===== src/rtl/dual_tick_timer.sv =====
module dual_tick_timer #(
  parameter int CW = 16,
  parameter int AW = 8
) (
  input  logic          pclk,
  input  logic          presetn,
  input  logic          clk_src_slow,
  input  logic          ref_clk,
  input  logic          psel,
  input  logic          penable,
  input  logic          pwrite,
  input  logic [AW-1:0] paddr,
  input  logic [31:0]   pwdata,
  output logic [31:0]   prdata,
  output logic [1:0]    irq,
  output logic [1:0]    pwm
);
  localparam int PW = 4;
  localparam logic [PW-1:0] PMAX = '1;

  logic [1:0][CW-1:0] cnt, ld, cmp, nxt;
  logic [1:0][1:0]    sel;
  logic [1:0]         en, mask, flag, tick, wr_ld, wr_ctl, wr_clr, wr_cmp;
  logic [PW-1:0]      pa, pb;
  logic               div2, s0, s1, s2, base_tick, t16, t256;

  wire wr_any = psel & penable & pwrite & (paddr[AW-1:6] == '0);
  wire [2:0] off = paddr[4:2];
  wire unused_bits = ^{pwdata[31:CW], paddr[1:0]};

  always_ff @(posedge pclk or negedge presetn)
    if (!presetn) {div2, s0, s1, s2} <= '0;
    else {div2, s0, s1, s2} <= {~div2, ref_clk, s0, s1};

  assign base_tick = clk_src_slow ? (s1 & ~s2) : div2;
  assign t16  = base_tick & (pa == PMAX);
  assign t256 = t16 & (pb == PMAX);

  always_ff @(posedge pclk or negedge presetn)
    if (!presetn) begin
      pa <= '0;
      pb <= '0;
    end else begin
      if (base_tick) pa <= pa + 1'b1;
      if (t16)       pb <= pb + 1'b1;
    end

  for (genvar i = 0; i < 2; i++) begin : g_ch
    wire hit = wr_any & (paddr[5] == 1'(i));
    assign wr_ld[i]  = hit & (off == 3'd0);
    assign wr_ctl[i] = hit & (off == 3'd2);
    assign wr_clr[i] = hit & (off == 3'd3) & pwdata[0];
    assign wr_cmp[i] = hit & (off == 3'd5);
    assign tick[i] = en[i] & (sel[i] == 2'd0 ? base_tick :
                              sel[i] == 2'd1 ? t16 : t256);
    assign nxt[i] = (cnt[i] == '0) ? ld[i] : cnt[i] - 1'b1;

    always_ff @(posedge pclk or negedge presetn)
      if (!presetn) begin
        cnt[i] <= '0; ld[i] <= '0; cmp[i] <= '0; flag[i] <= 1'b0;
        en[i] <= 1'b0; sel[i] <= 2'd0; mask[i] <= 1'b0;
      end else begin
        if (wr_ld[i]) begin
          ld[i]  <= pwdata[CW-1:0];
          cnt[i] <= pwdata[CW-1:0];
        end else if (tick[i]) begin
          cnt[i] <= nxt[i];
        end
        if (tick[i] && !wr_ld[i] && nxt[i] == '0) flag[i] <= 1'b1;
        else if (wr_clr[i])                        flag[i] <= 1'b0;
        if (wr_ctl[i]) {mask[i], sel[i], en[i]} <= pwdata[3:0];
        if (wr_cmp[i]) cmp[i] <= pwdata[CW-1:0];
      end

    assign irq[i] = flag[i] & mask[i];
    assign pwm[i] = cnt[i] <= cmp[i];

    p_flag_set_r4: assert property (@(posedge pclk) disable iff (!presetn)
      tick[i] && !wr_ld[i] && nxt[i] == '0 |=> flag[i]);
    p_clear_r5: assert property (@(posedge pclk) disable iff (!presetn)
      wr_clr[i] && !(tick[i] && nxt[i] == '0) |=> !flag[i]);
    p_load_r7: assert property (@(posedge pclk) disable iff (!presetn)
      wr_ld[i] |=> cnt[i] == $past(pwdata[CW-1:0]));
    p_hold_r2: assert property (@(posedge pclk) disable iff (!presetn)
      !tick[i] && !wr_ld[i] |=> $stable(cnt[i]));
  end

  p_fast_half_r8: assert property (@(posedge pclk) disable iff (!presetn)
    !clk_src_slow && base_tick |=> clk_src_slow || !base_tick);
  p_slow_pulse_r9: assert property (@(posedge pclk) disable iff (!presetn)
    clk_src_slow && base_tick |=> !clk_src_slow || !base_tick);
  p_tap_nest_r10: assert property (@(posedge pclk) disable iff (!presetn)
    t256 |-> t16 && base_tick);

  always_comb begin
    logic c;
    c = paddr[5];
    prdata = '0;
    if (paddr[AW-1:6] == '0)
      case (off)
        3'd0: prdata = 32'(ld[c]);
        3'd1: prdata = 32'(cnt[c]);
        3'd2: prdata = {28'd0, mask[c], sel[c], en[c]};
        3'd4: prdata = {31'd0, flag[c]};
        3'd5: prdata = 32'(cmp[c]);
        default: prdata = '0;
      endcase
  end
endmodule


===== config.mk =====
export PLATFORM = sky130hd
export DESIGN_NAME = dual_tick_timer
export DESIGN_NICKNAME = d
export VERILOG_FILES = /design/src/rtl/dual_tick_timer.sv
export SDC_FILE = /design/constraint.sdc
export NUM_CORES = 1
export LEC_CHECK = 0
export ABC_AREA = 1
export BUFFER_PORTS_ARGS = -buffer_cell sky130_fd_sc_hd__buf_2
export CAP_MARGIN = 20
export CORE_MARGIN = 4
export CORE_UTILIZATION = 25
export CTS_BUF_LIST = sky130_fd_sc_hd__clkbuf_8
export CTS_CLUSTER_DIAMETER = 40
export DETAILED_ROUTE_END_ITERATION = 6
export SLEW_MARGIN = 0
export SYNTH_ARGS = -nofsm -noshare
export SYNTH_HDL_FRONTEND = slang
export SYNTH_SLANG_ARGS = --single-unit

===== constraint.sdc =====
create_clock -name pclk -period 5.89 [get_ports pclk]
set_clock_uncertainty 0.2 [all_clocks]
set_input_delay 0.2945 -clock pclk [delete_from_list [all_inputs] [get_ports pclk]]
set_output_delay 0.2945 -clock pclk [all_outputs]
set_load 0.01 [all_outputs]

==> results.json, run 1 <==
{
  "ys_dominant_reg_cell": "dfrtp_1",
  "max-slew-margin-rel_pct": 35.9,
  "die_area_um2": 34200,
  "chipWidth_um": 185,
  "cts_made_buffers": 17,
  "vias": 7651,
  "hold_path.startpoint": "s0",
  "worst_pin_slew_ns": 0.961,
  "period_share_pct": 53.9,
  "startpoint": "paddr[5]",
  "path_clk_slew_ns": 0.07,
  "reg2reg_depth": 12,
  "cts_root_buf": "clkbuf_8",
  "cts_tree": "yes",
  "wirelength_um": 23900,
  "fin_tns_setup_ns": 0,
  "ir_drop_v": 0.000177,
  "min_path_cells": 0,
  "initial_utilization_pct": 25.5,
  "cts_num_sinks": 118,
  "fin_util_pct": 29.3,
  "die_height_um": 185,
  "fmax_ghz": 0.315,
  "worst-setup-path-type": "input port to register",
  "vias_per_cell": 4.77,
  "worstPathMaxFanout": 53,
  "dp.final_hpwl_um": 18000,
  "critPathRequiredTime_ns": 6.04,
  "ys_types": 38,
  "maxSlewViolCount": 0,
  "yosys.area.top_type": "dfrtp_1",
  "outcome": "finished clean",
  "rr_startpoint": "cnt[16]",
  "totalPowerFinal_mw": 3.94,
  "synth_area_um2": 7840,
  "hold_path_class": "register to register",
  "clk_latency_ns": 0.44,
  "grt_max_degree": 73,
  "grtUsageTotal_pct": 13.9,
  "core_um2": 30700,
  "setup_viol": 0,
  "met2_usage_pct": 20.0,
  "drive_above_1_share_pct": 8.86,
  "drtAntennaViolNets": 0,
  "pre_cts_ws_ns": 2.32,
  "grt_pass1_vias": 6965,
  "ys_async_sr_fraction_pct": 100,
  "met1_usage_pct": 21.3,
  "setup_ws_ns": 2.72,
  "post_cts_buffers": 0,
  "dr.pass1.iters": 6,
  "use_met3_pct": 3.12,
  "final_nets": 1280,
  "grt_pass1_wl_um": 37800,
  "cp.arrival_ns": 3.32,
  "synth.yosys.seq_area_share_pct": 37.7,
  "powerDensity_nw_per_um2": 437,
  "num_io_pins": 83,
  "gp_congestion": 0.900,
  "area_growth_pct": 15.2,
  "finalHoldViolCount": 0,
  "grt-ovfl-total": 0,
  "antenna_found_initial": 1,
  "synth_edf_count": 0,
  "postLayoutCellArea_um2": 9020,
  "synth.most_common_cell": "nand2_1",
  "num_rows": 64,
  "end_kind": "register",
  "synthTopCellsByArea": "dfrtp_1, nand2_1, inv_1, ha_1, o21ai_0",
  "synth.cells.most_frequent": "nand2_1, inv_1, dfrtp_1",
  "syn_inst": 1140,
  "drtIter0Drc": 712,
  "avgSynthCellArea_um2": 6.87,
  "synth_seq_cells": 118,
  "placed_cell_area_um2": 8390,
  "cp-start-kind": "input port",
  "rsz0062_at_grt": "no",
  "drc": 0,
  "synth_warnings": 0,
  "wl_per_cell_um": 14.9,
  "htreeDepth": 4,
  "post-route-min-period_ns": 3.17,
  "io_buffers": 48,
  "p_leak_nw": 4.75,
  "cap_violations": 0,
  "synth_top_area_share_pct": 37.7,
  "grt-busiest-layer": "met1",
  "cts_max_path_buffers": 2
}
-- layer usage --
metal	vias to the layer above	part of all wire (%)
li1	3759	-
met1	3594	50
met2	278	42
met3	20	7.6
met4	0	0.87
met5	-	0
-- worst paths after layout --
check / slack [ns] / endpoint
worst min-delay path: 0.16 / s1
min in group asynchronous: 0.20 / pa[1]
worst min register to register: 0.16 / s1
worst max-delay path: 2.72 / cnt[7]
max in group asynchronous: 3.88 / ld[12]
worst max register to register: 3.31 / flag[1]
-- stage by stage --
| stage | hold slack, ns | instances |
|---|---|---|
| detailed placement | 0.147 | 1553 |
| global placement | 0.132 | 1553 |
| CTS | 0.137 | 1603 |
| finish | 0.158 | 1605 |
| floorplan | -0.201 | 1155 |
| global route | 0.155 | 1605 |
-- critical path, stage by stage --
cell,delay [ns]
buf_2,0.64
inv_2,0.50
nand3_1,0.36
inv_1,0.46
nor2_2,0.79
nand2_1,0.12
o211ai_1,0.14
-- repair_timing --
item                                    in CTS  in global routing
endpoints found under the setup margin       0                  0
hold buffers                                18                  0
resized for setup                            0                  0
hold endpoints to repair                   121                  0
-- registers in the layout, summed over array words and instances, names as in the netlist --
signal,cells
cmp,32
cnt,32
div2,1
en,2
flag,2
ld,32
mask,2
pa,4
pb,4
s0,1
s1,1
s2,1
sel,4
-- power by group --
part	internal (mW)	switching, mW
clock	0.457	0.343
combinational	0.631	1.28
sequential	0.973	0.264
-- kinds of logic (layout without fill, tap and decap cells) --
group,Yosys count,count (layout),synth area share [%]
flops,118,118,37.7
mux,1,1,0.144
other cells,1,17,0.0479
simple gates,611,611,32.4
xor+xnor,10,10,1.12
buf+inv,186,239,10.0
compound gates,175,175,12.5
fa+ha+maj,38,38,6.07
-- cell usage in the layout (no fill, tap or decap), types with 3 or more instances in the layout --
| cell | n |
|---|---|
| nor3_1 | 6 |
| o22ai_1 | 20 |
| xor2_1 | 8 |
| conb_1 | 16 |
| a22oi_1 | 3 |
| nor2_2 | 4 |
| buf_4 | 5 |
| nand2_1 | 417 |
| a211oi_1 | 5 |
| nand3_1 | 89 |
| inv_2 | 3 |
| o211ai_1 | 9 |
| inv_1 | 135 |
| nand4_1 | 6 |
| o21ai_0 | 90 |
| nor2_1 | 69 |
| dlygate4sd3_1 | 18 |
| clkinv_2 | 5 |
| o21a_1 | 5 |
| a21oi_1 | 36 |
| bufinv_16 | 3 |
| buf_2 | 47 |
| ha_1 | 38 |
| nor2_4 | 8 |
| nand2_2 | 5 |
| o221ai_1 | 3 |
| dfrtp_1 | 118 |
| clkbuf_8 | 21 |
-- area by class of cell --
cell class / instances / area, um^2
Sequential cell: 118 / 2950
Timing Repair Buffer: 71 / 480
Inverter: 136 / 510
Multi-Input combinational cell: 851 / 4160
Antenna cell: 1 / 2.50
Clock inverter: 11 / 130
Tap cell: 396 / 495
Fill cell: 3432 / 21700
Clock buffer: 21 / 289
Note: power is estimated with default switching activity, not from simulation.
==> run 2: changes to the inputs <==
clock period = 2.7 ns   (was 5.89 ns; I/O delays follow)
==> run 2 against run 1 <==
Net effect: sequential cell count is the same; routed wire length grew 4.0%; via count is the same; sequential share of layout area shrank 0.61 points; total power grew 120%; clock-buffer cell count shrank 3; final cell count grew 1.1%.
==> results.json, run 2 (same netlist as run 1, synthesis figures left out) <==
{
  "cp.arrival_ns": 2.28,
  "setup_viol": 0,
  "final_common_cell": "nand2_1",
  "end_kind": "output port",
  "area_growth_pct": 17.4,
  "crit_path_top_delay_cell": "nor3_1",
  "fmax_ghz": 0.383,
  "period_share_pct": 96.7,
  "grtUsageTotal_pct": 14.9,
  "path_clk_slew_ns": 0.08,
  "totalPowerFinal_mw": 8.81,
  "cts_tree": "yes",
  "clk_latency_ns": 0.46,
  "placedCellCount": 1571,
  "num_rows": 64,
  "postLayoutCellArea_um2": 9200,
  "r2r_end": "flag[1]",
  "path_cells": "ha_1 > nand4_1 > nor3_1 > nand2_1 > nand2_1 > buf_2",
  "grt_pass1_wl_um": 40100,
  "diodes": 0,
  "finalHoldViolCount": 0,
  "critPathRequiredTime_ns": 2.37,
  "core_um2": 30700,
  "slowest_delay_ns": 0.48,
  "die_height_um": 185,
  "seq_area_um2": 2950,
  "gp_congestion": 0.897,
  "reg2reg_depth": 10,
  "maxSlewViolCount": 0,
  "wl_per_cell_um": 15.3,
  "cp_common_cell": "nand2_1",
  "htreeDepth": 4,
  "top_regs": "cmp (32), cnt (32), ld (32)",
  "drive_above_1_share_pct": 10.4,
  "initial_utilization_pct": 25.5,
  "placed_cell_area_um2": 8540,
  "drtAntennaViolNets": 0,
  "cts_root_buf": "clkbuf_8",
  "final_nets": 1299,
  "grt_max_degree": 53,
  "post_cts_buffers": 0,
  "post-route-min-period_ns": 2.61,
  "antenna_found_initial": 0,
  "worstPathMaxFanout": 6,
  "ff2ff_setup_slack_ns": 0.29,
  "outcome": "finished clean",
  "vias_per_cell": 4.71,
  "rsz0062_at_grt": "yes",
  "vias": 7651,
  "dp.final_hpwl_um": 18900,
  "max-slew-margin-rel_pct": 48.1,
  "chipWidth_um": 185,
  "grt-ovfl-total": 0,
  "worst-setup-path-type": "register to output port",
  "worst_pin_slew_ns": 0.778,
  "cp-start-kind": "register",
  "wirelength_um": 24800,
  "drtIter0Drc": 870,
  "p_leak_nw": 4.84,
  "die_area_um2": 34200,
  "num_io_pins": 83,
  "powerDensity_nw_per_um2": 958,
  "finalNonFillerCells": 1623,
  "num-fill-cells": 3389,
  "dr.pass1.iters": 5,
  "cap_violations": 0,
  "layout_common_cells": "nand2_1, inv_1, dfrtp_1",
  "multi_input_area_um2": 4170,
  "cts_made_buffers": 17,
  "cts_num_sinks": 118,
  "hold_path_class": "input port to async pin",
  "ir_drop_v": 0.000448,
  "fin_util_pct": 29.9,
  "rr_startpoint": "cnt[16]",
  "grt_pass1_vias": 7256,
  "io_buffers": 48,
  "cts_max_path_buffers": 2,
  "drc": 0
}
run 2: changes by cell type in the layout (fill, tap and decap cells not counted), sizes merged:
cell	previous run	this run
bufinv	3	4
buf	53	70
inv	138	139
dlygate4sd3	18	20
clkinv	5	6
clkbuf	21	18
diode	1	0
run 2: final cells by class:
class,instances,share of cell area (%)
Multi-Input combinational cell,851,45.3
Clock buffer,18,2.69
Tap cell,396,5.39
Inverter,136,5.55
Clock inverter,14,2.16
Sequential cell,118,32.1
Timing Repair Buffer,90,6.75
run 2: critical path: cells and delay by family (launching register included):
| kind | cells | cell delay, ns |
|---|---|---|
| fa+ha+maj | 1 | 0.36 |
| flops | 1 | 0.46 |
| simple gates | 4 | 0.86 |
| buf+inv | 1 | 0.14 |
run 2: where the power goes:
| group | total, mW | internal [mW] | switching [mW] |
|---|---|---|---|
| Clock | 1.86 | 1.04 | 0.824 |
| Sequential | 2.63 | 2.12 | 0.513 |
| Combinational | 4.31 | 1.45 | 2.86 |
run 2: worst max-delay path by stage:
stage | from | end | slack, ns | cells past startpoint
after floorplan | cnt[16] | flag[1] | 0.80 | 10
after global placement | cnt[16] | flag[1] | 0.30 | 10
after detailed placement | cnt[16] | flag[1] | 0.23 | 10
after CTS | cnt[0] | pwm[0] | 0.04 | 11
after global routing | cnt[0] | pwm[0] | -0.03 | 11
final | cnt[7] | pwm[0] | 0.09 | 6
run 2: repair_timing:
action,in CTS,in global routing
hold endpoints to repair,224,0
hold buffers,20,0
gates resized for setup,0,2
setup endpoints to repair,0,3
run 2: through the flow:
stage                     setup TNS, ns  hold WS, ns  setup WS, ns
final                                 0       0.0375        0.0896
after detailed placement              0       -0.180         0.230
after global routing            -0.0342       0.0400       -0.0342
after floorplan                       0       -0.361         0.805
after global placement                0       -0.181         0.305
after CTS                             0      0.00322        0.0365
run 2: per-layer routing:
layer | global-route usage (%) | vias up | wire length [um]
met1 | 23.0 | 3576 | 12400
met2 | 21.7 | 267 | 10600
li1 | - | 3787 | -
met3 | 2.73 | 21 | 1590
met4 | 2.88 | 0 | 202
met5 | 0 | - | 0
==> run 3: changes to the inputs <==
ABC_AREA = default   (was 1)
CORE_MARGIN = default   (was 4)
CTS_CLUSTER_DIAMETER = default   (was 40)
==> run 3 against run 2 <==
Net effect: the flow now finishes with violations (negative setup slack); sequential power decreased by 13%; register-to-register slack lost 0.30 ns; first-iteration DRC count decreased by 51%; area after synthesis fell by 2.6%; hold slack gained 0.016 ns; worst setup slack got worse by 0.18 ns; routed wire length fell by 8.6%; utilization rose by 1.9 points; clock-buffer cell count decreased by 1; largest cell class unchanged; largest power group unchanged; highest routed layer unchanged.
==> results.json, run 3 <==
{
  "outcome": "finished with violations",
  "violations": "negative setup slack",
  "cts_max_path_buffers": 2,
  "hold_path_class": "input port to register",
  "synth_warnings": 0,
  "initial_utilization_pct": 25.5,
  "core_um2": 29900,
  "ys_dominant_reg_cell": "dfrtp_1",
  "ir_drop_v": 0.000410,
  "drive_above_1_share_pct": 25.0,
  "synth_top_area_share_pct": 38.7,
  "dr.pass1.iters": 5,
  "placed_cell_area_um2": 8670,
  "path_clk_slew_ns": 0.08,
  "cts_made_buffers": 17,
  "ff2ff_setup_slack_ns": -0.01,
  "reg2reg_depth": 9,
  "synth_top_family_by_area": "simple AND/OR/NAND/NOR gates",
  "totalPowerFinal_mw": 8.25,
  "worstPathMaxFanout": 2,
  "vias": 6743,
  "wirelength_um": 22700,
  "final_common_cell": "nand2_1",
  "yosys.area_share.adder_pct": 6.23,
  "path_cells": "ha_4 > nor2b_1 > o21a_1 > o21a_1 > o211ai_1 > a21oi_1 > a211o_1 > a21oi_2 > buf_2",
  "setup_viol": 3,
  "area_growth_pct": 24.5,
  "grt_pass1_wl_um": 36500,
  "hold_path.startpoint": "paddr[4]",
  "p_leak_nw": 4.57,
  "synth_simple_gate_area_share_pct": 18.3,
  "cts_num_sinks": 118,
  "top_regs": "cmp (32), cnt (32), ld (32)",
  "slowest_delay_ns": 0.44,
  "crit_buf_inv": 1,
  "ys_types": 57,
  "setup_ws_ns": -0.0874,
  "die_area_um2": 31200,
  "seq_area_um2": 2960,
  "synth_edf_count": 0,
  "grt_max_degree": 52,
  "worst-setup-path-type": "register to output port",
  "fmax_ghz": 0.359,
  "post-route-min-period_ns": 2.79,
  "muxShareOfSynthArea_pct": 13.2,
  "avgSynthCellArea_um2": 8.84,
  "rsz0062_at_grt": "yes",
  "final_nets": 1067,
  "clk_latency_ns": 0.44,
  "synthTopCellsByArea": "dfrtp_1, nand2_1, mux2_2, ha_1, mux2i_1",
  "r2r_end": "flag[1]",
  "cp_common_cell": "o21a_1",
  "htreeDepth": 4,
  "yosys.area.top_type": "dfrtp_1",
  "die_height_um": 177,
  "powerDensity_nw_per_um2": 868,
  "hold_ws_ns": 0.0536,
  "antenna_found_initial": 0,
  "num_rows": 63,
  "synth.most_common_cell": "nand2_1",
  "cts_root_buf": "clkbuf_8",
  "postLayoutCellArea_um2": 9500,
  "multi_input_area_um2": 4420,
  "layout_common_cells": "nand2_1, dfrtp_1, nor2_1",
  "pre_cts_ws_ns": -0.110,
  "finalHoldViolCount": 0,
  "synth_xor_xnor_area_share_pct": 2.30,
  "synth.cells.most_frequent": "nand2_1, dfrtp_1, nor2_1",
  "cts_tree": "yes",
  "dp.final_hpwl_um": 16800,
  "min_path_cells": 4,
  "synth_seq_cells": 118,
  "cap_violations": 0,
  "io_buffers": 48,
  "cp-start-kind": "register",
  "critPathRequiredTime_ns": 2.37,
  "synth-compound-area-share_pct": 15.0,
  "grt_pass1_vias": 6511,
  "maxSlewViolCount": 0,
  "gp_congestion": 0.846,
  "drc": 0,
  "worst_pin_slew_ns": 0.841,
  "chipWidth_um": 177,
  "grtUsageTotal_pct": 15.1,
  "cp.arrival_ns": 2.45,
  "rr_startpoint": "cnt[17]",
  "syn_inst": 863,
  "period_share_pct": 103,
  "drtIter0Drc": 425,
  "num-fill-cells": 3113,
  "diodes": 0,
  "crit_path_top_delay_cell": "dfrtp_2",
  "worstHoldEndpoint": "sel[1]",
  "end_kind": "output port",
  "fin_util_pct": 31.8,
  "wl_per_cell_um": 16.4,
  "ys_async_sr_fraction_pct": 100,
  "num_io_pins": 83,
  "drtAntennaViolNets": 0,
  "crit_family": "compound AO/OA/AOI/OAI gates",
  "synth_area_um2": 7630,
  "max-slew-margin-rel_pct": 43.9,
  "grt-ovfl-total": 0,
  "synth.yosys.seq_area_share_pct": 38.7,
  "vias_per_cell": 4.87
}
run 3: worst max path at each step:
stage,slack [ns],to,cells after the start,startpoint
finish,-0.09,pwm[0],9,cnt[1]
global route,-0.20,pwm[0],10,cmp[1]
CTS,-0.13,pwm[0],9,cnt[1]
detailed placement,-0.11,flag[0],8,cnt[11]
global placement,-0.02,flag[1],9,cnt[17]
floorplan,-0.01,flag[0],9,cnt[5]
run 3: cell type report:
| cell class | count | share of cell area (%) |
|---|---|---|
| multi-input combinational | 652 | 46.6 |
| timing repair buffer | 152 | 11.8 |
| tap | 390 | 5.13 |
| inverter | 41 | 1.62 |
| clock inverter | 15 | 1.38 |
| sequential | 118 | 31.1 |
| clock buffer | 17 | 2.46 |
run 3: power by group:
part,total [mW],internal [mW],switching [mW]
clock network,1.55,0.726,0.819
registers,2.28,2.03,0.253
logic,4.42,2.06,2.37
total,8.25,4.81,3.44
run 3: worst min-delay path, delay by kind of cell:
kind | cells | cell delay [ns]
simple gates | 2 | 0.23
buf+inv | 1 | 0.11
mux | 1 | 0.19
run 3: cell families after synthesis:
group                      after synthesis
buffers and inverters                  108
DFF                                    118
AOI/OAI and AO/OA                      182
muxes                                   90
other                                    1
adders and majority gates               38
xor gates and xnor gates                20
and+or+nand+nor                        306
run 3: through the flow:
stage,setup TNS (ns),std cells
4_1_cts,-0.214,1381
3_5_place_dp,-0.189,1321
2_1_floorplan,-0.0137,878
6_report,-0.137,1385
3_3_place_gp,-0.0204,1321
5_1_grt,-0.489,1385
run 3: per-layer routing:
| metal | part of all wire (%) | track usage (%) | vias to the layer above |
|---|---|---|---|
| li1 | - | - | 3260 |
| met1 | 49 | 21.7 | 3282 |
| met4 | 1.5 | 4.81 | 0 |
| met3 | 4.4 | 2.45 | 20 |
| met5 | 0 | 0 | - |
| met2 | 45 | 22.8 | 181 |
run 3: timing repair:
action | CTS | global route
setup endpoints to repair | 4 | 8
setup buffers | 8 | 4
hold buffers | 20 | 0
pin swaps | 10 | 7
gates cloned | 0 | 0
resized for setup | 18 | 19
endpoints found under the hold margin | 157 | 0
